<file path="config.mk">
export PLATFORM = sky130hd
export DESIGN_NAME = spi_target_port
export DESIGN_NICKNAME = d
export VERILOG_FILES = /design/src/rtl/spi_tp_pkg.sv /design/src/rtl/spi_tp_sync.sv /design/src/rtl/spi_tp_edge.sv /design/src/rtl/spi_tp_shifter.sv /design/src/rtl/spi_target_port.sv
export SDC_FILE = /design/constraint.sdc
export NUM_CORES = 1
export LEC_CHECK = 0
export BUFFER_PORTS_ARGS = -buffer_cell sky130_fd_sc_hd__buf_4
export CORE_ASPECT_RATIO = 0.6
export CORE_MARGIN = 2
export CORE_UTILIZATION = 40
export CTS_CLUSTER_DIAMETER = 50
export DETAILED_ROUTE_END_ITERATION = 10
export GPL_ROUTABILITY_DRIVEN = 0
export SYNTH_ARGS = -nofsm -noshare
export SYNTH_HDL_FRONTEND = slang
export SYNTH_HIERARCHICAL = 1
export SYNTH_SLANG_ARGS = --single-unit
</file>
<file path="constraint.sdc">
create_clock -name clk -period 3 [get_ports clk]
set_clock_uncertainty 0.2 [all_clocks]
set_input_delay 0.45 -clock clk [delete_from_list [all_inputs] [get_ports clk]]
set_output_delay 0.45 -clock clk [all_outputs]
set_load 0.01 [all_outputs]
</file>
<file path="src/rtl/spi_tp_pkg.sv">
package spi_tp_pkg;

  // Per-cycle events decoded from the synchronized serial lines.
  typedef struct packed {
    logic start;   // select just asserted
    logic stop;    // select just released
    logic smp;     // data sample edge inside a frame
    logic shf;     // data change edge inside a frame
  } spi_evt_t;

endpackage

</file>
<file path="src/rtl/spi_tp_sync.sv">
module spi_tp_sync #(
  parameter int N      = 3,
  parameter int STAGES = 2,
  parameter logic [N-1:0] RST_VAL = '0
) (
  input  logic         clk,
  input  logic         rst,
  input  logic [N-1:0] d,
  output logic [N-1:0] q
);

  logic [N-1:0] stage [STAGES];

  always_ff @(posedge clk) begin
    if (rst) begin
      for (int i = 0; i < STAGES; i++) stage[i] <= RST_VAL;
    end else begin
      stage[0] <= d;
      for (int i = 1; i < STAGES; i++) stage[i] <= stage[i-1];
    end
  end

  assign q = stage[STAGES-1];

endmodule

</file>
<file path="src/rtl/spi_tp_edge.sv">
module spi_tp_edge
  import spi_tp_pkg::*;
(
  input  logic     clk,
  input  logic     rst,
  input  logic     s_sclk,
  input  logic     s_sel_n,
  input  logic     cpol,
  input  logic     cpha,
  output spi_evt_t evt
);

  logic p_sclk;
  logic p_sel_n;

  always_ff @(posedge clk) begin
    if (rst) begin
      p_sclk  <= 1'b0;
      p_sel_n <= 1'b1;
    end else begin
      p_sclk  <= s_sclk;
      p_sel_n <= s_sel_n;
    end
  end

  logic toggled, leading, trailing, in_frame;

  always_comb begin
    toggled  = s_sclk ^ p_sclk;
    leading  = toggled & (s_sclk != cpol);
    trailing = toggled & (s_sclk == cpol);
    in_frame = ~s_sel_n & ~p_sel_n;
    evt.start = p_sel_n & ~s_sel_n;
    evt.stop  = ~p_sel_n & s_sel_n;
    evt.smp   = in_frame & (cpha ? trailing : leading);
    evt.shf   = in_frame & (cpha ? leading : trailing);
  end

endmodule

</file>
<file path="src/rtl/spi_tp_shifter.sv">
module spi_tp_shifter
  import spi_tp_pkg::*;
#(
  parameter int W = 8
) (
  input  logic         clk,
  input  logic         rst,
  input  spi_evt_t     evt,
  input  logic         s_mosi,
  input  logic         cpha,
  input  logic         chain,
  input  logic         strict,
  input  logic [W-1:0] tx_word,
  output logic         miso_q,
  output logic [W-1:0] rx_word,
  output logic         rx_valid,
  output logic         frame_err
);

  localparam int CW = $clog2(W + 2);
  localparam logic [CW-1:0] LAST = CW'(W - 1);
  localparam logic [CW-1:0] FULL = CW'(W);
  localparam logic [CW-1:0] OVER = CW'(W + 1);

  logic [W-1:0]  sr;      // outgoing bits, received bits enter at bit 0
  logic [W-1:0]  rx_sr;   // received word assembly
  logic [CW-1:0] cnt;     // samples taken in the current word

  logic open_word;
  assign open_word = chain | (cnt < FULL);

  always_ff @(posedge clk) begin
    if (rst) begin
      sr        <= '0;
      rx_sr     <= '0;
      cnt       <= '0;
      miso_q    <= 1'b0;
      rx_word   <= '0;
      rx_valid  <= 1'b0;
      frame_err <= 1'b0;
    end else begin
      rx_valid  <= 1'b0;
      frame_err <= 1'b0;
      if (evt.start) begin
        cnt    <= '0;
        miso_q <= tx_word[W-1];
        sr     <= cpha ? tx_word : {tx_word[W-2:0], 1'b0};
      end else begin
        if (evt.smp && open_word) begin
          sr[0] <= s_mosi;
          rx_sr <= {rx_sr[W-2:0], s_mosi};
          if (cnt == LAST) begin
            cnt <= chain ? '0 : FULL;
            if (chain || !strict) begin
              rx_valid <= 1'b1;
              rx_word  <= {rx_sr[W-2:0], s_mosi};
            end
          end else begin
            cnt <= cnt + 1'b1;
          end
        end else if (evt.smp && cnt == FULL) begin
          cnt <= OVER;
        end
        if (evt.shf && open_word) begin
          miso_q <= sr[W-1];
          sr     <= {sr[W-2:0], 1'b0};
        end
        if (evt.stop && strict && !chain) begin
          if (cnt == FULL) begin
            rx_valid <= 1'b1;
            rx_word  <= rx_sr;
          end else if (cnt == OVER) begin
            frame_err <= 1'b1;
          end
        end
      end
    end
  end

endmodule

</file>
<file path="src/rtl/spi_target_port.sv">
module spi_target_port
  import spi_tp_pkg::*;
#(
  parameter int W         = 8,
  parameter int SYNC_DEPTH = 2
) (
  input  logic         clk,
  input  logic         rst,
  input  logic         cfg_cpol,
  input  logic         cfg_cpha,
  input  logic         cfg_chain,
  input  logic         cfg_strict,
  input  logic [W-1:0] tx_word,
  input  logic         sclk_in,
  input  logic         mosi_in,
  input  logic         sel_n_in,
  output logic         miso_out,
  output logic         miso_oe,
  output logic [W-1:0] rx_word,
  output logic         rx_valid,
  output logic         frame_err
);

  logic [2:0] pins_s;
  logic       s_sel_n, s_sclk, s_mosi;
  spi_evt_t   evt;

  spi_tp_sync #(.N(3), .STAGES(SYNC_DEPTH), .RST_VAL(3'b100)) u_sync (
    .clk (clk),
    .rst (rst),
    .d   ({sel_n_in, sclk_in, mosi_in}),
    .q   (pins_s)
  );

  assign {s_sel_n, s_sclk, s_mosi} = pins_s;

  spi_tp_edge u_edge (
    .clk     (clk),
    .rst     (rst),
    .s_sclk  (s_sclk),
    .s_sel_n (s_sel_n),
    .cpol    (cfg_cpol),
    .cpha    (cfg_cpha),
    .evt     (evt)
  );

  spi_tp_shifter #(.W(W)) u_shift (
    .clk       (clk),
    .rst       (rst),
    .evt       (evt),
    .s_mosi    (s_mosi),
    .cpha      (cfg_cpha),
    .chain     (cfg_chain),
    .strict    (cfg_strict),
    .tx_word   (tx_word),
    .miso_q    (miso_out),
    .rx_word   (rx_word),
    .rx_valid  (rx_valid),
    .frame_err (frame_err)
  );

  always_ff @(posedge clk) begin
    if (rst) miso_oe <= 1'b0;
    else     miso_oe <= ~s_sel_n;
  end

endmodule

</file>
# ---- Word level (Yosys, flattened, before mapping)
# Memory sizes are Yosys's and may differ from the RTL's.
# Cells that the tools add are included.
dict set report op_classes {
  reduce_logical 14
  n_eq_ne 5
  magnitude_cmp 1
  n_addsub 1
  n_mux 28
  n_bitwise 15
}
# cell n
set op_table {}
lappend op_table {{$mux W8} 8}
lappend op_table {{$mux W4} 4}
lappend op_table {{$mux W1} 14}
lappend op_table {{$eq A4 B4 Y1 const B} 2}
lappend op_table {{$and A1 B1 Y1} 7}
lappend op_table {{$mux W3} 2}
lappend op_table {{$logic_and A1 B1 Y1} 5}
lappend op_table {{$add A4 B1 Y4 const B} 1}
lappend op_table {{$eq A4 B3 Y1 const B} 1}
lappend op_table {{$lt A4 B4 Y1 const B} 1}
lappend op_table {{$not A1 Y1} 4}
lappend op_table {{$reduce_bool A2 Y1} 2}
lappend op_table {{$reduce_or A4 Y1} 1}
lappend op_table {{$or A1 B1 Y1} 3}
lappend op_table {{$reduce_bool A3 Y1} 1}
lappend op_table {{$logic_not A1 Y1} 2}
lappend op_table {{$reduce_and A2 Y1} 1}
lappend op_table {{$reduce_or A2 Y1} 1}
lappend op_table {{$eq A1 B1 Y1} 1}
lappend op_table {{$logic_or A1 B1 Y1} 1}
lappend op_table {{$ne A1 B1 Y1} 1}
lappend op_table {{$xor A1 B1 Y1} 1}
dict set report word_totals {
  output_inout_bits 12
  ff_bits 34
  n_memories 1
  mem_bits_rw 6
  input_bits 17
}
# name depth width rd rd_clocked_by_memory_dff write_ports line_no
set mem_list {}
lappend mem_list {u_sync.stage 2 3 2 0 2 spi_tp_sync.sv:12} ;# logic [N-1:0] stage [STAGES];

# ---- Depth between registers and ports, before layout
dict set report depth {
  depth_word 8
  ltp_mapped 8
}

# ---- By module
# Netlist, hierarchy kept.
# mod area_each_um2 cells_each n_inst
set by_module_without_submodules {}
lappend by_module_without_submodules {spi_tp_shifter 1435.1 158 1}
lappend by_module_without_submodules {spi_tp_sync 180.2 15 1}
lappend by_module_without_submodules {spi_tp_edge 113.9 11 1}
lappend by_module_without_submodules {spi_target_port 23.8 2 1}

# ---- Worst setup path before layout
# No wires, ideal clock.
dict set report synth_timing {
  kind {register -> register}
  from {memory u_sync.stage[1][2] (netlist: u_sync/stage[0][5])}
  to {register u_shift.rx_word[7]}
  path_stages_with_launch 9
  path_slack_ns 0.630
  required_time_ns 2.660
  arrival_ns 2.030
  cell_sequence {dfxtp_1 > buf_4 > or4b_1 > mux2i_1 > nand4b_1 > or3_1 > clkbuf_1 > o22ai_1 > a21oi_1}
}
# item line_no
set synth_rtl {}
lappend synth_rtl {{start: declaration} spi_tp_sync.sv:12}
lappend synth_rtl {{end signal: assignment} spi_tp_shifter.sv:56} ;# rx_word <= {rx_sr[W-2:0], s_mosi};
lappend synth_rtl {{end signal: assignment} spi_tp_shifter.sv:71} ;# rx_word <= rx_sr;
lappend synth_rtl {{end: declaration} spi_tp_shifter.sv:15} ;# output logic [W-1:0] rx_word,

==> out/summary.txt <==
Synth area leader -> dfxtp_1
layout cell share with drive strength beyond 1 -> 17.1%
RSZ-0062 raised after global routing -> no
Routed Antenna Nets -> 0
Inserted Diodes -> 0
Distinct cells, synth -> 33
Mean Syn Cell Area -> 9.42 µm²
via-per-instance ratio -> 5.06
initial antenna violation count -> 0
Synth async-reset ratio -> 0%
post-synthesis sequential area ratio -> 45.7%
width of the die -> 89.5 µm
top post-synthesis cells by area -> dfxtp_1, mux2i_1, a211oi_1, nand2b_1, and3_1
Peak Freq -> 390 MHz
total grt overflow -> 0
Tmin final -> 2.56 ns
CP top delay family -> simple AND/OR/NAND/NOR gates
boundary pin count -> 29
Synthesis Warnings -> 6
Port Buffers -> 28
WHS -> 0.139 ns
global-route wire length before repair -> 6180 µm
final setup fails -> 0
CP Buf/Inv Count -> 0
Post-synth EDFFs -> 0
#FFs+latches synth -> 40
multi-input logic area -> 870 µm²
Worst Path Max Fanout -> 8
largest stage delay on the critical path -> 0.53 ns
Synth Net Count -> 206
CTS tree -> done
R2R depth -> 6
DR vias -> 1,365
arrival time of the worst setup path -> 2.50 ns
static leakage -> 0.905 nW
die footprint -> 4940 µm²
total power -> 942 µW
Setup CP Type -> register to register
vias in the first global route -> 1,301
CP Data Required Time -> 2.94 ns
CTS buffer count -> 5
Final Max Slew Viols -> 0
Starting Density -> 42.1%
TritonRoute pass-1 iters -> 4
hold path cells -> 2
final worst-path setup slack -> 0.435 ns
period utilization -> 85.5%
Pwr Density -> 456 nW/µm²
Core Region -> 4170 µm²
most frequent cells in the layout -> dfxtp_1, buf_4, mux2i_1, a211oi_1, nor2_1
Design Area, Final -> 2070 µm²
Mapped Area -> 1750 µm²
Post-CTS Setup Repair Bufs -> 0
Area after DPL -> 1990 µm²
clk sink count -> 40
reg-to-reg startpoint -> u_sync/stage[0][5]
Hold Path End -> u_sync/stage[0][2]
r2r endpoint -> u_shift/rx_word[2]
Hold/Removal Path Class -> input port to register
CP max stage cell -> or4b_1
pre-CTS setup slack -> 0.397 ns
commonest non-fill, non-tap cell in the layout -> dfxtp_1
Fin. Hold Viols -> 0
max_cap viols -> 0
chip height -> 55.3 µm
TNS Setup -> 0 ns
Reg clk slew, reported paths -> 0.07 ns
Worst Tran Pin Value -> 0.679 ns
hold buffers post-CTS -> 0
Routed Wire Length -> 3660 µm
Slew headroom -> 54.4%
CP startpoint kind -> register
wire per inst -> 13.5 µm
PostCTS Resize Cnt -> 0
Worst VDD drop -> 0.226 mV
Synth Flop Type -> dfxtp_1
Synth top area share -> 45.7%
Clk Latency, worst-skew pair -> 0.28 ns
Final nets -> 230
run status -> complete, no violations
critical path endpoint category -> register
drt drc -> 0
Layout area overhead -> 17.9%
FF/Latch Area -> 801 µm²
1st-iter DRT viols -> 54
clock tree buffer depth -> 2
crit path cell chain -> or4b_1 -> mux2i_1 -> nand4b_1 -> or3_1 -> o22ai_1 -> a21oi_1
Hold Crit Start -> sel_n_in
Total Routing Usage GR -> 16.4%
Reg2Reg Setup Slack -> 0.44 ns
H-tree levels -> 2
Rows -> 18
Layout fillers -> 399
detailed placement HPWL -> 2550 µm
clock root cell -> clkbuf_8
Post-Synthesis Cells -> 186
instance count on the critical path -> 6
largest net degree at the start of global routing -> 38
worst max-delay path by stage:
stage                       start                 end  slack [ns]
2_1_floorplan  u_sync/stage[0][5]  u_shift/rx_word[7]        0.63
3_3_place_gp             cfg_cpha  u_shift/rx_word[0]        0.51
3_5_place_dp             cfg_cpha  u_shift/rx_word[2]        0.40
4_1_cts        u_sync/stage[0][5]  u_shift/rx_word[2]        0.44
5_1_grt        u_sync/stage[0][5]  u_shift/rx_word[7]        0.19
6_report       u_sync/stage[0][5]  u_shift/rx_word[2]        0.44
per-stage QoR:
stage,util (%),cells
final,49.6,270
after global routing,49.6,270
after CTS,49.6,270
after detailed placement,47.7,263
after global placement,47.7,263
after floorplan,-,186
area by class of cell:
type                            instances  share of cell area, %
Clock buffer                            6                   3.51
Timing Repair Buffer                   30                   10.9
Tap cell                               60                   3.63
Clock inverter                          1                  0.242
Inverter                                5                  0.908
Sequential cell                        40                   38.7
Multi-Input combinational cell        128                   42.1
logic make-up (layout without fill, tap and decap cells):
group                    Yosys count  in the layout  synth area share (%)
multiplexers                      19             19                  10.8
AO/OA/AOI/OAI                     39             39                  14.1
XOR/XNOR                           2              2                 0.999
buffers and inverters             18             42                  4.71
adder cells (fa/ha/maj)            3              3                  2.14
flip-flops                        40             40                  45.7
AND/OR/NAND/NOR                   65             65                  21.6
power by group:
group	leakage [nW]	switching [mW]	internal, mW	total (mW)
logic	0.540	0.0298	0.0336	0.0634
registers	0.325	0.00512	0.541	0.546
clock network	0.0410	0.174	0.158	0.332
synth_stat cells, types with 2 or more instances:
| library cell | count |
|---|---|
| buf_4 | 3 |
| buf_1 | 2 |
| nor3_1 | 4 |
| nand2b_1 | 10 |
| nand3_1 | 2 |
| nand3b_1 | 2 |
| nand2_1 | 4 |
| buf_2 | 3 |
| nand4b_1 | 2 |
| mux2i_1 | 19 |
| a21oi_1 | 10 |
| clkbuf_1 | 5 |
| nor2b_1 | 9 |
| and3_1 | 9 |
| ha_1 | 3 |
| dfxtp_1 | 40 |
| o22ai_1 | 9 |
| o21ai_0 | 3 |
| a211oi_1 | 15 |
| nor2_1 | 12 |
| or2_1 | 3 |
| inv_1 | 5 |
| or4b_1 | 2 |
state kept, by name, indices dropped and copies added (netlist names):
name and flops:
u_shift/cnt 4, u_shift/rx_valid 1, u_edge/p_sclk 1, miso_oe 1
u_shift/miso_q 1, u_shift/sr 8, u_edge/p_sel_n 1, u_shift/rx_word 8
u_shift/rx_sr 8, u_sync/stage 6, u_shift/frame_err 1
worst reg2reg max path, delay by kind of cell, from the launching register on:
family	cells	cell delay (ns)
and+or+nand+nor	3	1.22
DFF	1	0.35
AOI/OAI and AO/OA	2	0.23
muxes	1	0.42
layer usage:
layer  up-vias  share of wire (%)  global-route usage (%)
met3         4                4.2                    5.38
met4         0                1.0                    5.97
met1       620                 55                    24.5
li1        708                  -                       -
met2        33                 40                    21.8
met5         -                  0                       0
No activity file was read; power rests on OpenSTA's default activity.
